<file path="src/rtl/mpb_pkg.sv">
package mpb_pkg;

  typedef enum logic [1:0] {
    SQ_IDLE  = 2'd0,
    SQ_ISSUE = 2'd1,
    SQ_WAIT  = 2'd2
  } sq_state_t;

  localparam logic [1:0] OPB_NONE = 2'b00;
  localparam logic [1:0] OPB_WR   = 2'b01;
  localparam logic [1:0] OPB_RD   = 2'b10;

endpackage

</file>
<file path="src/rtl/mpb_rst_sync.sv">
module mpb_rst_sync (
  input  logic clk,
  input  logic arst_n,
  output logic rst_n_o
);

  logic meta_q;
  logic sync_q;

  always_ff @(posedge clk or negedge arst_n) begin
    if (!arst_n) begin
      meta_q <= 1'b0;
      sync_q <= 1'b0;
    end else begin
      meta_q <= 1'b1;
      sync_q <= meta_q;
    end
  end

  assign rst_n_o = sync_q;

endmodule

</file>
<file path="src/rtl/mpb_decode.sv">
module mpb_decode #(
  parameter int unsigned ADDR_W    = 5,
  parameter int unsigned PHY_ADDR  = 30,
  parameter int unsigned REG_PAGE  = 16,
  parameter int unsigned REG_CMD   = 17,
  parameter int unsigned REG_DATA0 = 24,
  parameter int unsigned NWORDS    = 4,
  parameter int unsigned IDX_W     = 2
) (
  input  logic [ADDR_W-1:0] phy,
  input  logic [ADDR_W-1:0] regad,
  output logic              hit_page,
  output logic              hit_cmd,
  output logic              hit_data,
  output logic [NWORDS-1:0] hit_word,
  output logic [IDX_W-1:0]  word_idx
);

  logic phy_ok;

  assign phy_ok   = (phy == ADDR_W'(PHY_ADDR));
  assign hit_page = phy_ok && (regad == ADDR_W'(REG_PAGE));
  assign hit_cmd  = phy_ok && (regad == ADDR_W'(REG_CMD));

  genvar gi;
  generate
    for (gi = 0; gi < NWORDS; gi++) begin : g_word
      assign hit_word[gi] = phy_ok && (regad == ADDR_W'(REG_DATA0 + gi));
    end
  endgenerate

  assign hit_data = |hit_word;

  always_comb begin
    word_idx = '0;
    for (int i = 0; i < NWORDS; i++) begin
      if (hit_word[i]) word_idx = IDX_W'(i);
    end
  end

endmodule

</file>
<file path="src/rtl/mpb_regs.sv">
module mpb_regs #(
  parameter int unsigned WORD_W = 16,
  parameter int unsigned NWORDS = 4,
  parameter int unsigned PAGE_W = 8,
  parameter int unsigned OFF_W  = 8,
  localparam int unsigned DATA_W = WORD_W * NWORDS
) (
  input  logic              clk,
  input  logic              rst_n,
  input  logic              we,
  input  logic              hit_page,
  input  logic              hit_cmd,
  input  logic [NWORDS-1:0] hit_word,
  input  logic [WORD_W-1:0] wdata,
  input  logic              ld_rd,
  input  logic [DATA_W-1:0] ld_data,
  output logic [PAGE_W-1:0] pg_q,
  output logic              pg_en_q,
  output logic [OFF_W-1:0]  off_q,
  output logic [DATA_W-1:0] data_q
);

  logic [PAGE_W-1:0] pg_d;
  logic              pg_en_d;
  logic [OFF_W-1:0]  off_d;
  logic [DATA_W-1:0] data_d;

  always_comb begin
    pg_d    = pg_q;
    pg_en_d = pg_en_q;
    off_d   = off_q;
    data_d  = data_q;
    if (ld_rd) begin
      data_d = ld_data;
    end
    if (we) begin
      if (hit_page) begin
        pg_d    = wdata[WORD_W-1 -: PAGE_W];
        pg_en_d = wdata[0];
      end
      if (hit_cmd) begin
        off_d = wdata[WORD_W-1 -: OFF_W];
      end
      for (int i = 0; i < NWORDS; i++) begin
        if (hit_word[i]) data_d[i*WORD_W +: WORD_W] = wdata;
      end
    end
  end

  always_ff @(posedge clk or negedge rst_n) begin
    if (!rst_n) begin
      pg_q    <= '0;
      pg_en_q <= 1'b0;
      off_q   <= '0;
      data_q  <= '0;
    end else begin
      pg_q    <= pg_d;
      pg_en_q <= pg_en_d;
      off_q   <= off_d;
      data_q  <= data_d;
    end
  end

endmodule

</file>
<file path="src/rtl/mpb_seq.sv">
module mpb_seq
  import mpb_pkg::*;
(
  input  logic clk,
  input  logic rst_n,
  input  logic start,
  input  logic start_rd,
  input  logic ready,
  output logic strobe_wr,
  output logic strobe_rd,
  output logic busy,
  output logic op_wr,
  output logic op_rd,
  output logic done_rd
);

  sq_state_t  st_q, st_d;
  logic [1:0] op_q, op_d;

  always_comb begin
    st_d = st_q;
    op_d = op_q;
    case (st_q)
      SQ_IDLE: begin
        if (start) begin
          st_d = SQ_ISSUE;
          op_d = start_rd ? OPB_RD : OPB_WR;
        end
      end
      SQ_ISSUE: begin
        if (ready) begin
          st_d = SQ_IDLE;
          op_d = OPB_NONE;
        end else begin
          st_d = SQ_WAIT;
        end
      end
      SQ_WAIT: begin
        if (ready) begin
          st_d = SQ_IDLE;
          op_d = OPB_NONE;
        end
      end
      default: begin
        st_d = SQ_IDLE;
        op_d = OPB_NONE;
      end
    endcase
  end

  always_ff @(posedge clk or negedge rst_n) begin
    if (!rst_n) begin
      st_q <= SQ_IDLE;
      op_q <= OPB_NONE;
    end else begin
      st_q <= st_d;
      op_q <= op_d;
    end
  end

  assign busy      = (st_q != SQ_IDLE);
  assign strobe_wr = (st_q == SQ_ISSUE) && op_q[0];
  assign strobe_rd = (st_q == SQ_ISSUE) && op_q[1];
  assign op_wr     = op_q[0];
  assign op_rd     = op_q[1];
  assign done_rd   = busy && ready && op_q[1];

endmodule

</file>
<file path="src/rtl/mdio_page_bridge.sv">
module mdio_page_bridge #(
  parameter int unsigned ADDR_W    = 5,
  parameter int unsigned PHY_ADDR  = 30,
  parameter int unsigned REG_PAGE  = 16,
  parameter int unsigned REG_CMD   = 17,
  parameter int unsigned REG_DATA0 = 24,
  parameter int unsigned WORD_W    = 16,
  parameter int unsigned NWORDS    = 4,
  parameter int unsigned PAGE_W    = 8,
  parameter int unsigned OFF_W     = 8,
  localparam int unsigned DATA_W   = WORD_W * NWORDS,
  localparam int unsigned IDX_W    = (NWORDS > 1) ? $clog2(NWORDS) : 1,
  localparam int unsigned PAD_PG   = WORD_W - PAGE_W - 1,
  localparam int unsigned PAD_CMD  = WORD_W - OFF_W - 2
) (
  input  logic              clk,
  input  logic              rst_n,
  input  logic              mgmt_wr,
  input  logic              mgmt_rd,
  input  logic [ADDR_W-1:0] mgmt_phy,
  input  logic [ADDR_W-1:0] mgmt_reg,
  input  logic [WORD_W-1:0] mgmt_wdata,
  output logic [WORD_W-1:0] mgmt_rdata,
  output logic [PAGE_W-1:0] bank_page,
  output logic [OFF_W-1:0]  bank_off,
  output logic [DATA_W-1:0] bank_wdata,
  output logic              bank_wr,
  output logic              bank_rd,
  input  logic [DATA_W-1:0] bank_rdata,
  input  logic              bank_ready
);

  logic              rst_q;
  logic              hit_page, hit_cmd, hit_data;
  logic [NWORDS-1:0] hit_word;
  logic [IDX_W-1:0]  word_idx;
  logic [PAGE_W-1:0] pg_q;
  logic              pg_en;
  logic [OFF_W-1:0]  off_q;
  logic [DATA_W-1:0] data_q;
  logic              seq_busy, op_wr, op_rd, done_rd;
  logic              wr_ok, cmd_start;

  mpb_rst_sync u_rst (
    .clk     (clk),
    .arst_n  (rst_n),
    .rst_n_o (rst_q)
  );

  mpb_decode #(
    .ADDR_W   (ADDR_W),
    .PHY_ADDR (PHY_ADDR),
    .REG_PAGE (REG_PAGE),
    .REG_CMD  (REG_CMD),
    .REG_DATA0(REG_DATA0),
    .NWORDS   (NWORDS),
    .IDX_W    (IDX_W)
  ) u_dec (
    .phy      (mgmt_phy),
    .regad    (mgmt_reg),
    .hit_page (hit_page),
    .hit_cmd  (hit_cmd),
    .hit_data (hit_data),
    .hit_word (hit_word),
    .word_idx (word_idx)
  );

  // host writes only land while no bank access is running
  assign wr_ok     = mgmt_wr && !seq_busy;
  assign cmd_start = wr_ok && hit_cmd && pg_en && (|mgmt_wdata[1:0]);

  mpb_regs #(
    .WORD_W (WORD_W),
    .NWORDS (NWORDS),
    .PAGE_W (PAGE_W),
    .OFF_W  (OFF_W)
  ) u_regs (
    .clk      (clk),
    .rst_n    (rst_q),
    .we       (wr_ok),
    .hit_page (hit_page),
    .hit_cmd  (hit_cmd),
    .hit_word (hit_word),
    .wdata    (mgmt_wdata),
    .ld_rd    (done_rd),
    .ld_data  (bank_rdata),
    .pg_q     (pg_q),
    .pg_en_q  (pg_en),
    .off_q    (off_q),
    .data_q   (data_q)
  );

  mpb_seq u_seq (
    .clk       (clk),
    .rst_n     (rst_q),
    .start     (cmd_start),
    .start_rd  (mgmt_wdata[1]),
    .ready     (bank_ready),
    .strobe_wr (bank_wr),
    .strobe_rd (bank_rd),
    .busy      (seq_busy),
    .op_wr     (op_wr),
    .op_rd     (op_rd),
    .done_rd   (done_rd)
  );

  assign bank_page  = pg_q;
  assign bank_off   = off_q;
  assign bank_wdata = data_q;

  always_comb begin
    mgmt_rdata = '0;
    if (mgmt_rd) begin
      if (hit_page) begin
        mgmt_rdata = {pg_q, {PAD_PG{1'b0}}, pg_en};
      end else if (hit_cmd) begin
        mgmt_rdata = {off_q, {PAD_CMD{1'b0}}, op_rd, op_wr};
      end else if (hit_data) begin
        mgmt_rdata = data_q[word_idx*WORD_W +: WORD_W];
      end
    end
  end

endmodule

</file>
<file path="config.mk">
export PLATFORM = sky130hd
export DESIGN_NAME = mdio_page_bridge
export DESIGN_NICKNAME = d
export VERILOG_FILES = /design/src/rtl/mpb_pkg.sv /design/src/rtl/mpb_rst_sync.sv /design/src/rtl/mpb_decode.sv /design/src/rtl/mpb_regs.sv /design/src/rtl/mpb_seq.sv /design/src/rtl/mdio_page_bridge.sv
export SDC_FILE = /design/constraint.sdc
export NUM_CORES = 1
export LEC_CHECK = 0
export ABC_AREA = 1
export CORE_MARGIN = 1.5
export CORE_UTILIZATION = 45
export DETAILED_ROUTE_END_ITERATION = 8
export PLACE_DENSITY = 0.82
export SYNTH_ARGS = -nofsm -noshare
export SYNTH_HDL_FRONTEND = slang
export SYNTH_SLANG_ARGS = --single-unit
</file>
<file path="constraint.sdc">
create_clock -name clk -period 3.2 [get_ports clk]
set_clock_uncertainty 0.1 [all_clocks]
set_input_delay 0.32 -clock clk [delete_from_list [all_inputs] [get_ports clk]]
set_output_delay 0.32 -clock clk [all_outputs]
set_load 0.01 [all_outputs]
</file>
### Yosys cells after proc, flatten, opt, wreduce, memory -nomap -nowiden

Index checks and enable logic that the tools add are counted.
Widths: inputs -> output; s select.

| word-level totals | value |
|---|---|
| register bits | 87 |
| input bits | 95 |
| output and inout bits | 98 |
| word-level logic and storage cells | 65 |

| operators by class | value |
|---|---|
| equal/unequal tests | 12 |
| shifts and indexed selects | 1 |
| mux-type cells | 20 |
| reduce and logical (&&, ||, !) cells | 24 |

Operators by type and width:

| kind | count |
|---|---|
| $mux 16 | 8 |
| $mux 64 | 2 |
| $shiftx 64x7->16 | 1 |
| $eq 5x5->1 const B | 7 |
| $logic_and 1x1->1 | 14 |
| $mux 2 | 7 |
| $reduce_and 2->1 | 4 |
| $pmux 2 s3 | 1 |
| $ne 2x2->1 const B | 2 |
| $pmux 2 s2 | 1 |
| $reduce_or 2->1 | 2 |
| $reduce_or 4->1 | 1 |
| $eq 2x1->1 const B | 1 |
| $eq 2x2->1 const B | 1 |
| $logic_not 2->1 | 1 |
| $ne 2x1->1 const B | 1 |
| $reduce_bool 2->1 | 1 |
| $logic_not 1->1 | 1 |
| $mux 1 | 1 |

### Logic depth before layout (Yosys ltp)

Gate-level depths: netlist (run 1).

| depth | value |
|---|---|
| depth after elaboration | 10 |
| depth in mapped cells | 11 |
| gate-level depth less buffers | 10 |

### Hierarchy

Synthesis (run 1) repeated with hierarchy kept, for this count alone.

| second synthesis, totals | value |
|---|---|
| cell total of the unflattened synthesis | 894 |
| area total of the unflattened synthesis | 5765.5 µm² |

By module, submodules not included:

| module | instances | cells an instance | area an instance (µm²) | seq. area each (µm²) |
|---|---|---|---|---|
| mpb_regs | 1 | 607 | 4229.1 | 2026.9 |
| mdio_page_bridge | 1 | 211 | 982.2 | 0.0 |
| mpb_seq | 1 | 42 | 295.3 | 100.1 |
| mpb_decode | 1 | 31 | 205.2 | 0.0 |
| mpb_rst_sync | 1 | 3 | 53.8 | 50.0 |

### Least setup slack after synthesis (run 1)

No wires, ideal clock.

| path | value |
|---|---|
| path kind | in2out |
| start | input port mgmt_phy[0] |
| end | output port mgmt_rdata[2] |
| data arrival time | 1403 ps |
| data required time | 2780 ps |
| slack | 1377 ps |
| stages | 10 |
| path buffers | 1 |
| cell sequence | inv_1 nand2_1 nor2_8 nand2_2 inv_2 nand2_2 buf_4 a21oi_1 o21ai_0 a21oi_1 |

| between the ends | value |
|---|---|
| longest elaborated chain between the ends | 10 |
| elaborated cells on any way between the ends | 16 |
| those cells by class | 1 x eq/ne; 1 x shift; 7 x mux; 7 x reduce/logical |

Ends and longest elaborated chain:

| element | RTL line | source |
|---|---|---|
| start, declared | mdio_page_bridge.sv:20 | `input logic [ADDR_W-1:0] mgmt_phy,` |
| $eq 5x5->1 (*) | mpb_decode.sv:21 | `assign phy_ok = (phy == ADDR_W'(PHY_ADDR));` |
| $logic_and 1x1->1 | mpb_decode.sv:28 | `assign hit_word[gi] = phy_ok && (regad == ADDR_W'(REG_DATA0 + gi));` |
| $mux 1 | mpb_decode.sv:37 | `if (hit_word[i]) word_idx = IDX_W'(i);` |
| $mux 2 (2 in series) | mpb_decode.sv:37 |  |
| $shiftx 64x7->16 | mdio_page_bridge.sv:119 | `mgmt_rdata = data_q[word_idx*WORD_W +: WORD_W];` |
| $mux 16 | mdio_page_bridge.sv:118 | `end else if (hit_data) begin` |
| $mux 16 | mdio_page_bridge.sv:116 | `end else if (hit_cmd) begin` |
| $mux 16 (*) | mdio_page_bridge.sv:114 | `if (hit_page) begin` |
| $mux 16 (*) | mdio_page_bridge.sv:113 | `if (mgmt_rd) begin` |
| end, declared | mdio_page_bridge.sv:23 | `output logic [WORD_W-1:0] mgmt_rdata,` |

Every way passes the cells marked *; elsewhere a longest branch is shown, timed or not.

### Final worst setup path (run 1)

| path | value |
|---|---|
| start | input port mgmt_phy[1] |
| end | output port mgmt_rdata[3] |

The elaborated chain is that of the path after synthesis.

==> results of run 1 <==
[worst register-to-register path, cell delays in order (launching register included)]
cell	delay [ns]
dfrtp_1	0.40
inv_1	0.09
ha_1	0.25
nand2_1	0.10
inv_1	0.19
nand3_2	0.57
o21ai_0	0.43
[per-layer routing]
layer	global-route usage [%]	vias up	wire, um
met2	48.67	230	8235
met5	0	-	0
met3	4.505	48	1063
met1	32.81	2433	6406
met4	13.64	0	575
li1	-	2411	-
[placed cells by master (no fill, tap or decap), drive strengths merged]
master	netlist	routed
clkdlybuf4s50	0	192
nand2	145	145
o21ai	102	102
dfrtp	87	87
inv	75	75
mux2	64	64
a21oi	30	30
nand3	29	29
nand4	20	20
buf	25	14
clkbuf	9	11
nor2	11	11
or2	6	6
o211ai	6	6
ha	3	3
clkinv	0	3
bufinv	0	2
nor3	1	1
conb	1	1
[synth_stat cells (all sizes together), types with 3 or more instances]
master  instances
or2             6
nor2           11
inv            75
nand4          20
dfrtp          87
ha              3
buf            25
nand2         145
clkbuf          9
o211ai          6
nand3          29
mux2           64
o21ai         102
a21oi          30
[power breakdown]
part           switching, W  total, W  internal, W  leakage (nW)
combinational       0.00108   0.00251      0.00143          2.15
sequential         0.000377   0.00190      0.00153          1.09
clock              0.000439   0.00112     0.000686         0.154
total               0.00190   0.00554      0.00364          3.40
[state kept, by name, summed over array words and instances, names as in the netlist]
register / flops
u_rst.rst_n_o: 1
u_regs.data_q: 64
u_regs.pg_q: 8
u_seq.st_q: 2
u_seq.op_q: 2
u_regs.off_q: 8
u_regs.pg_en_q: 1
u_rst.meta_q: 1
[worst paths after layout]
| path | end | cells after the start |
|---|---|---|
| worst max-delay path | mgmt_rdata[3] | 11 |
| worst min-delay path | u_rst.rst_n_o$_DFF_PN0_ | 1 |
| worst max register to register | u_regs.data_q[59]$_DFF_PN0_ | 6 |
| worst min register to register | u_rst.rst_n_o$_DFF_PN0_ | 0 |
| max in group asynchronous | u_seq.st_q[0]$_DFFE_PN0P_ | 0 |
| min in group clk | u_rst.rst_n_o$_DFF_PN0_ | 0 |
[area by class of cell]
| type | instances | area [um^2] | share of cell area, % |
|---|---|---|---|
| sequential | 87 | 2181 | 29.28 |
| clock buffer | 11 | 232.7 | 3.125 |
| timing repair buffer | 206 | 2052 | 27.55 |
| tap | 140 | 175.2 | 2.352 |
| clock inverter | 5 | 82.58 | 1.109 |
| inverter | 75 | 281.5 | 3.780 |
| multi-input combinational | 418 | 2442 | 32.80 |
[per-stage QoR]
| stage | instance area, um^2 | hold WS, ns | util, % | setup slack, ns |
|---|---|---|---|---|
| finish | 7447 | 0.03635 | 68.10 | 0.1452 |
| global route | 7447 | 0.03876 | 68.10 | 0.01127 |
| CTS | 7447 | 0.03283 | 68.10 | 0.1622 |
| detailed placement | 7132 | 0.2518 | 65.22 | 0.1697 |
| floorplan | 5089 | -0.07559 | - | 0.4974 |
| global placement | 7132 | 0.2429 | 65.22 | 0.2743 |
[cells by family after synthesis]
kind of cell | after synthesis
adders and majority gates | 3
other | 1
and+or+nand+nor | 212
AOI/OAI and AO/OA | 138
buffers and inverters | 109
muxes | 64
DFF | 87
==> summary.txt, run 1 <==
Outcome
  • Run status: completed

Route
  • Total number of vias: 5,122
  • Detail-routed net length per standard cell: 17.28 um
  • Final wirelength: 16.28 mm
  • DR vias/cell: 5.437
  • Detailed Routing Iterations Pass 1: 5
  • Residual antenna-violating net count after detailed routing: 0
  • DRC violations left: 0
  • Drt first-iter violations: 278

Clock network
  • Number of resized instances in the post-cts repair step: 0
  • Max Buffers Root-to-Sink: 2
  • Clock transition at the register clock pins on the worst setup and hold paths after CTS: 0.06 ns
  • Clock sink total: 87
  • # hold bufs at CTS: 0
  • Number of clock buffers inserted by TritonCTS: 9
  • Clk Latency, worst-skew pair: 0.34 ns
  • H-tree level count: 3
  • Clock Tree Root: clkbuf_16
  • CTS tree: built
  • Total setup buffers inserted after CTS: 0

STA
  • Unrepaired setup endpoints after global routing: false
  • Maximum clock frequency: 0.3274 GHz
  • Tcrit/Tclk final: 95.46%
  • Total Neg Setup Slack: 0 ns
  • Slew Limit Headroom: 27.45%
  • Final-report max-slew violation count: 0
  • Worst slew pin tran: 1.088 ns
  • Post-layout minimum cycle time: 3.055 ns
  • Final-report hold violation count: 0
  • Setup-failing EPs final: 0

Pwr
  • VDD IR max: 0.4359 mV
  • Tot Pwr: 0.005539 W
  • Total power density per cell area: 743.8 nW/um^2
  • Static Leakage: 3.398 nW

Run
  • Count of max-cap constraint violations: 0

Synthesis
  • Synth area leader: dfrtp_1
  • Main combinational cell family by area after synthesis: simple AND/OR/NAND/NOR gates
  • Top-area cell type share of the netlist area: 42.78%
  • Gate count after technology mapping: 614
  • Number of synthesized flops with an enable pin: 0
  • Fraction of registers with async set/reset: 100.0%
  • Adder-cell share of the synthesized area: 0.7376%
  • Summed instance area of the synthesized netlist: 5089 um^2
  • Synth Net Count: 712
  • Compound-Gate Fraction of Synth Area: 14.02%
  • Post-synthesis xor/xnor area fraction: 0%
  • Syn_area_per_cell: 8.288 um^2
  • Share of cell area taken by muxes after synthesis: 14.16%
  • Dominant synthesized flop cell: dfrtp_1
  • Post-Synth Simple-Gate Area: 19.01%
  • Synth Warn #: 0
  • Part of the Yosys area used for sequential elements: 42.78%
  • Synth top area cells: dfrtp_1 (43%), mux2_2 (14%), nand2_1 (10%)
  • Total of flip-flops plus latches after synthesis: 87
  • Unique cell type count in the Yosys netlist: 25

Cells and area
  • Area added between synthesis and finish: 46.35%
  • Share of post-route cells with drive strength above 1: 14.96%
  • Total number of nets in the final design: 895
  • Number of antenna repair diodes: 0
  • Cell Count, Final, Fillers Out: 942
  • Number of fill cells: 902

Critical path
  • Combined buffer and inverter count along the critical path: 4
  • Cell Chain, Critical Path: clkdlybuf4s50_1, nand2_1, nor2_8, nand2_2, inv_2, nand2_2, buf_12, a21oi_1, o21ai_1, a21oi_1, clkdlybuf4s50_1
  • Worst R2R Setup Slack: 0.95 ns
  • Critical Path Slowest Stage Cell: clkdlybuf4s50_1
  • Crit-path max FO: 15
  • Worst Setup End Kind: output port
  • Crit path required time: 2.78 ns
  • Data arrival time of the critical path: 2.63 ns
  • CP delay by family, top: buffers and inverters
  • Critical path's largest stage delay: 0.57 ns
  • Worst reg2reg startpoint: u_seq.st_q[0]$_DFFE_PN0P_
  • Worst setup SP type: primary input
  • Setup CP Type: primary input to output port
  • Timing startpoint of the critical path: mgmt_phy[1]

Global route
  • Largest net degree at the start of global routing: 86
  • Global-route wire length before repair: 25.25 mm
  • Combined global-route utilization of all metal layers: 27.71%
  • Antenna violations before repair: 0
  • Total congestion overflow: 0
  • Vias in the first global route: 5,179

Placed design
  • Half-perimeter wire length after placement: 11.88 mm
  • Gpl congestion: 0.8645
  • Placed insts: 926
  • Count of input and output buffers: 192

Floorplan
  • Std-Cell Rows: 38
  • Die W: 109.3 um
  • Core ar.: 10,940 um^2
  • Die height: 109.3 um
  • Initial cell density of the core: 46.53%
  • Top-level I/O count: 193
  • Die Area: 11,960 um^2

Hold path
  • Type of the tightest min-delay check: primary input to asynchronous set/reset pin
(Power assumes the default switching activity.)
==> run 2, diff against run 1 <==
- CAP_MARGIN: unset -> 0
==> results of run 2 <==
No change in the layout: final DEF, timing and power equal those of run 1.
==> run 3, diff against run 2 <==
- CTS_BUF_LIST: unset -> sky130_fd_sc_hd__clkbuf_4 sky130_fd_sc_hd__clkbuf_8 sky130_fd_sc_hd__clkbuf_16
- HOLD_SLACK_MARGIN: unset -> 0.03
==> run 3 against run 2 <==
Net effect: cell area grew 0.10%; global-route usage about the same; largest cell class unchanged; first-iteration DRC count down 12%; combinational power is essentially flat; sequential power about the same; non-clock buffer count stayed put; critical endpoint unchanged; routed wire length is essentially flat; clock power hardly changed; register-to-register slack got worse by 0.02 ns; hold slack gained 0.0012 ns.
==> summary.txt, run 3 (synthesis results as in run 1) <==
Cells and area
  • Largest register FFs: 64 (unchanged)
  • Number of fill cells: 901 (-0.11%)
  • Largest register by flop count: u_regs.data_q
  • Commonest non-fill, non-tap cells in the layout: clkdlybuf4s50_1 (192), nand2_1 (142), dfrtp_1 (86)
  • Area added between synthesis and finish: 46.50%
  • Number of antenna repair diodes: 0 (unchanged)
  • Post-route cell area: 7455 um^2 (+0.10%)
  • Largest registers in the final layout: u_regs.data_q x64, u_regs.off_q x8, u_regs.pg_q x8
  • Share of post-route cells with drive strength above 1: 15.21% (+0.25 points)
  • Most frequent standard cell in the layout excluding fill and tap cells: clkdlybuf4s50_1
  • Total number of nets in the final design: 895 (unchanged)

STA
  • Post-layout minimum cycle time: 3.060 ns (+0.005266 ns)
  • Total Neg Setup Slack: 0 ns (unchanged)
  • Setup-failing EPs final: 0 (unchanged)
  • Slew Limit Headroom: 27.83% (+0.38 points)
  • Tcrit/Tclk final: 95.63% (+0.16 points)
  • Worst setup slack after layout: 0.1399 ns (-0.005266 ns)
  • Final-report max-slew violation count: 0 (unchanged)
  • Unrepaired setup endpoints after global routing: false
  • Final-report hold violation count: 0 (unchanged)
  • Worst slew pin tran: 1.083 ns (-0.005674 ns)
  • Maximum clock frequency: 0.3268 GHz (-0.17%)

Route
  • Detailed Routing Iterations Pass 1: 5 (unchanged)
  • DR vias/cell: 5.443 (about the same)
  • Total number of vias: 5,127 (+0.098%)
  • Residual antenna-violating net count after detailed routing: 0 (unchanged)
  • Final wirelength: 16.29 mm (about the same)
  • DRC violations left: 0 (unchanged)
  • Detail-routed net length per standard cell: 17.29 um (about the same)
  • Drt first-iter violations: 246 (-12%)

Clock network
  • H-tree level count: 3 (unchanged)
  • Total setup buffers inserted after CTS: 0 (unchanged)
  • # hold bufs at CTS: 0 (unchanged)
  • Clock sink total: 87 (unchanged)
  • Clk Latency, worst-skew pair: 0.34 ns (about the same)
  • Clock Tree Root: clkbuf_16
  • Number of resized instances in the post-cts repair step: 0 (unchanged)
  • CTS tree: built
  • Number of clock buffers inserted by TritonCTS: 9 (unchanged)
  • Clock transition at the register clock pins on the worst setup and hold paths after CTS: 0.06 ns (about the same)
  • Max Buffers Root-to-Sink: 2 (unchanged)

Placed design
  • Worst slack after detailed placement: 0.1697 ns (unchanged)
  • Half-perimeter wire length after placement: 11.88 mm (unchanged)
  • Count of input and output buffers: 192 (unchanged)
  • Cell Area, Placed: 7132 um^2 (unchanged)
  • Gpl congestion: 0.8645 (unchanged)

Pwr
  • Total power density per cell area: 746.0 nW/um^2 (+0.30%)
  • Static Leakage: 3.405 nW (+0.20%)
  • VDD IR max: 0.4368 mV (+0.20%)

Global route
  • Antenna violations before repair: 0 (unchanged)
  • Vias in the first global route: 5,187 (+0.15%)
  • Total congestion overflow: 0 (unchanged)
  • Largest net degree at the start of global routing: 86 (unchanged)
  • Combined global-route utilization of all metal layers: 27.73% (about the same)
  • Global-route wire length before repair: 25.25 mm (about the same)

Critical path
  • Worst setup SP type: primary input
  • Crit-path max FO: 15 (unchanged)
  • Worst Setup End Kind: output port
  • Critical path's largest stage delay: 0.57 ns (about the same)
  • Crit path required time: 2.78 ns (about the same)
  • CP delay by family, top: buffers and inverters
  • Data arrival time of the critical path: 2.64 ns (about the same)
  • Critical Path Slowest Stage Cell: clkdlybuf4s50_1
  • Combined buffer and inverter count along the critical path: 4 (unchanged)
  • Setup CP Type: primary input to output port
  • Cell Chain, Critical Path: clkdlybuf4s50_1, nand2_1, nor2_8, nand2_2, inv_2, nand2_2, buf_12, a21oi_1, o21ai_1, a21oi_1, clkdlybuf4s50_1

Floorplan
  • Initial cell density of the core: 46.53% (unchanged)
  • Die height: 109.3 um (unchanged)
  • Die W: 109.3 um (unchanged)
  • Core ar.: 10,940 um^2 (unchanged)
  • Die Area: 11,960 um^2 (unchanged)
  • Std-Cell Rows: 38 (unchanged)
  • Top-level I/O count: 193 (unchanged)

Hold path
  • Type of the tightest min-delay check: primary input to asynchronous set/reset pin

Outcome
  • Run status: completed

Run
  • Count of max-cap constraint violations: 0 (unchanged)
==> run 3: per-stage QoR <==
step	power (W)	hold WS, ns	cells	utilization [%]
2_1_floorplan	0.003123	-0.07559	614	-
3_3_place_gp	0.004324	0.2429	926	65.22
3_5_place_dp	0.004417	0.2518	926	65.22
4_1_cts	0.005572	0.03285	942	68.17
5_1_grt	0.005884	0.03863	942	68.17
6_report	0.005561	0.03752	942	68.17
==> run 3: path summary, 6_finish.rpt <==
path / start / end / slack, ns / cells after the start
max: mgmt_phy[1] / mgmt_rdata[3] / 0.14 / 11
min: rst_n / u_rst.rst_n_o$_DFF_PN0_ / 0.04 / 1
max reg2reg: u_seq.st_q[0]$_DFFE_PN0P_ / u_regs.data_q[54]$_DFF_PN0_ / 0.93 / 6
min reg2reg: u_rst.meta_q$_DFF_PN0_ / u_rst.rst_n_o$_DFF_PN0_ / 0.27 / 0
max in group asynchronous: u_rst.rst_n_o$_DFF_PN0_ / u_seq.st_q[0]$_DFFE_PN0P_ / 1.87 / 0
min in group clk: u_rst.meta_q$_DFF_PN0_ / u_rst.rst_n_o$_DFF_PN0_ / 0.27 / 0
==> run 3: report_power, final <==
group | leakage (nW) | switching (W) | total [W] | internal, W
clock | 0.161 | 0.000440 | 0.00114 | 0.000703
sequential | 1.09 | 0.000377 | 0.00190 | 0.00153
combinational | 2.15 | 0.00108 | 0.00251 | 0.00143
==> run 3: cell type report <==
type                            count  area, um^2  share of cell area (%)
Inverter                           75       281.5                   3.776
Timing Repair Buffer              206        2052                   27.53
Clock inverter                      5       82.58                   1.108
Sequential cell                    87        2181                   29.25
Tap cell                          140       175.2                   2.350
Clock buffer                       11       240.2                   3.223
Multi-Input combinational cell    418        2442                   32.76
==> run 3: layer usage <==
layer  vias to the layer above  wire, um  global-route usage, %
met3                        54      1113                  4.505
li1                       2405         -                      -
met5                         -         0                      0
met2                       246      8190                  48.85
met4                         0       601                  13.54
met1                      2422      6380                  32.73
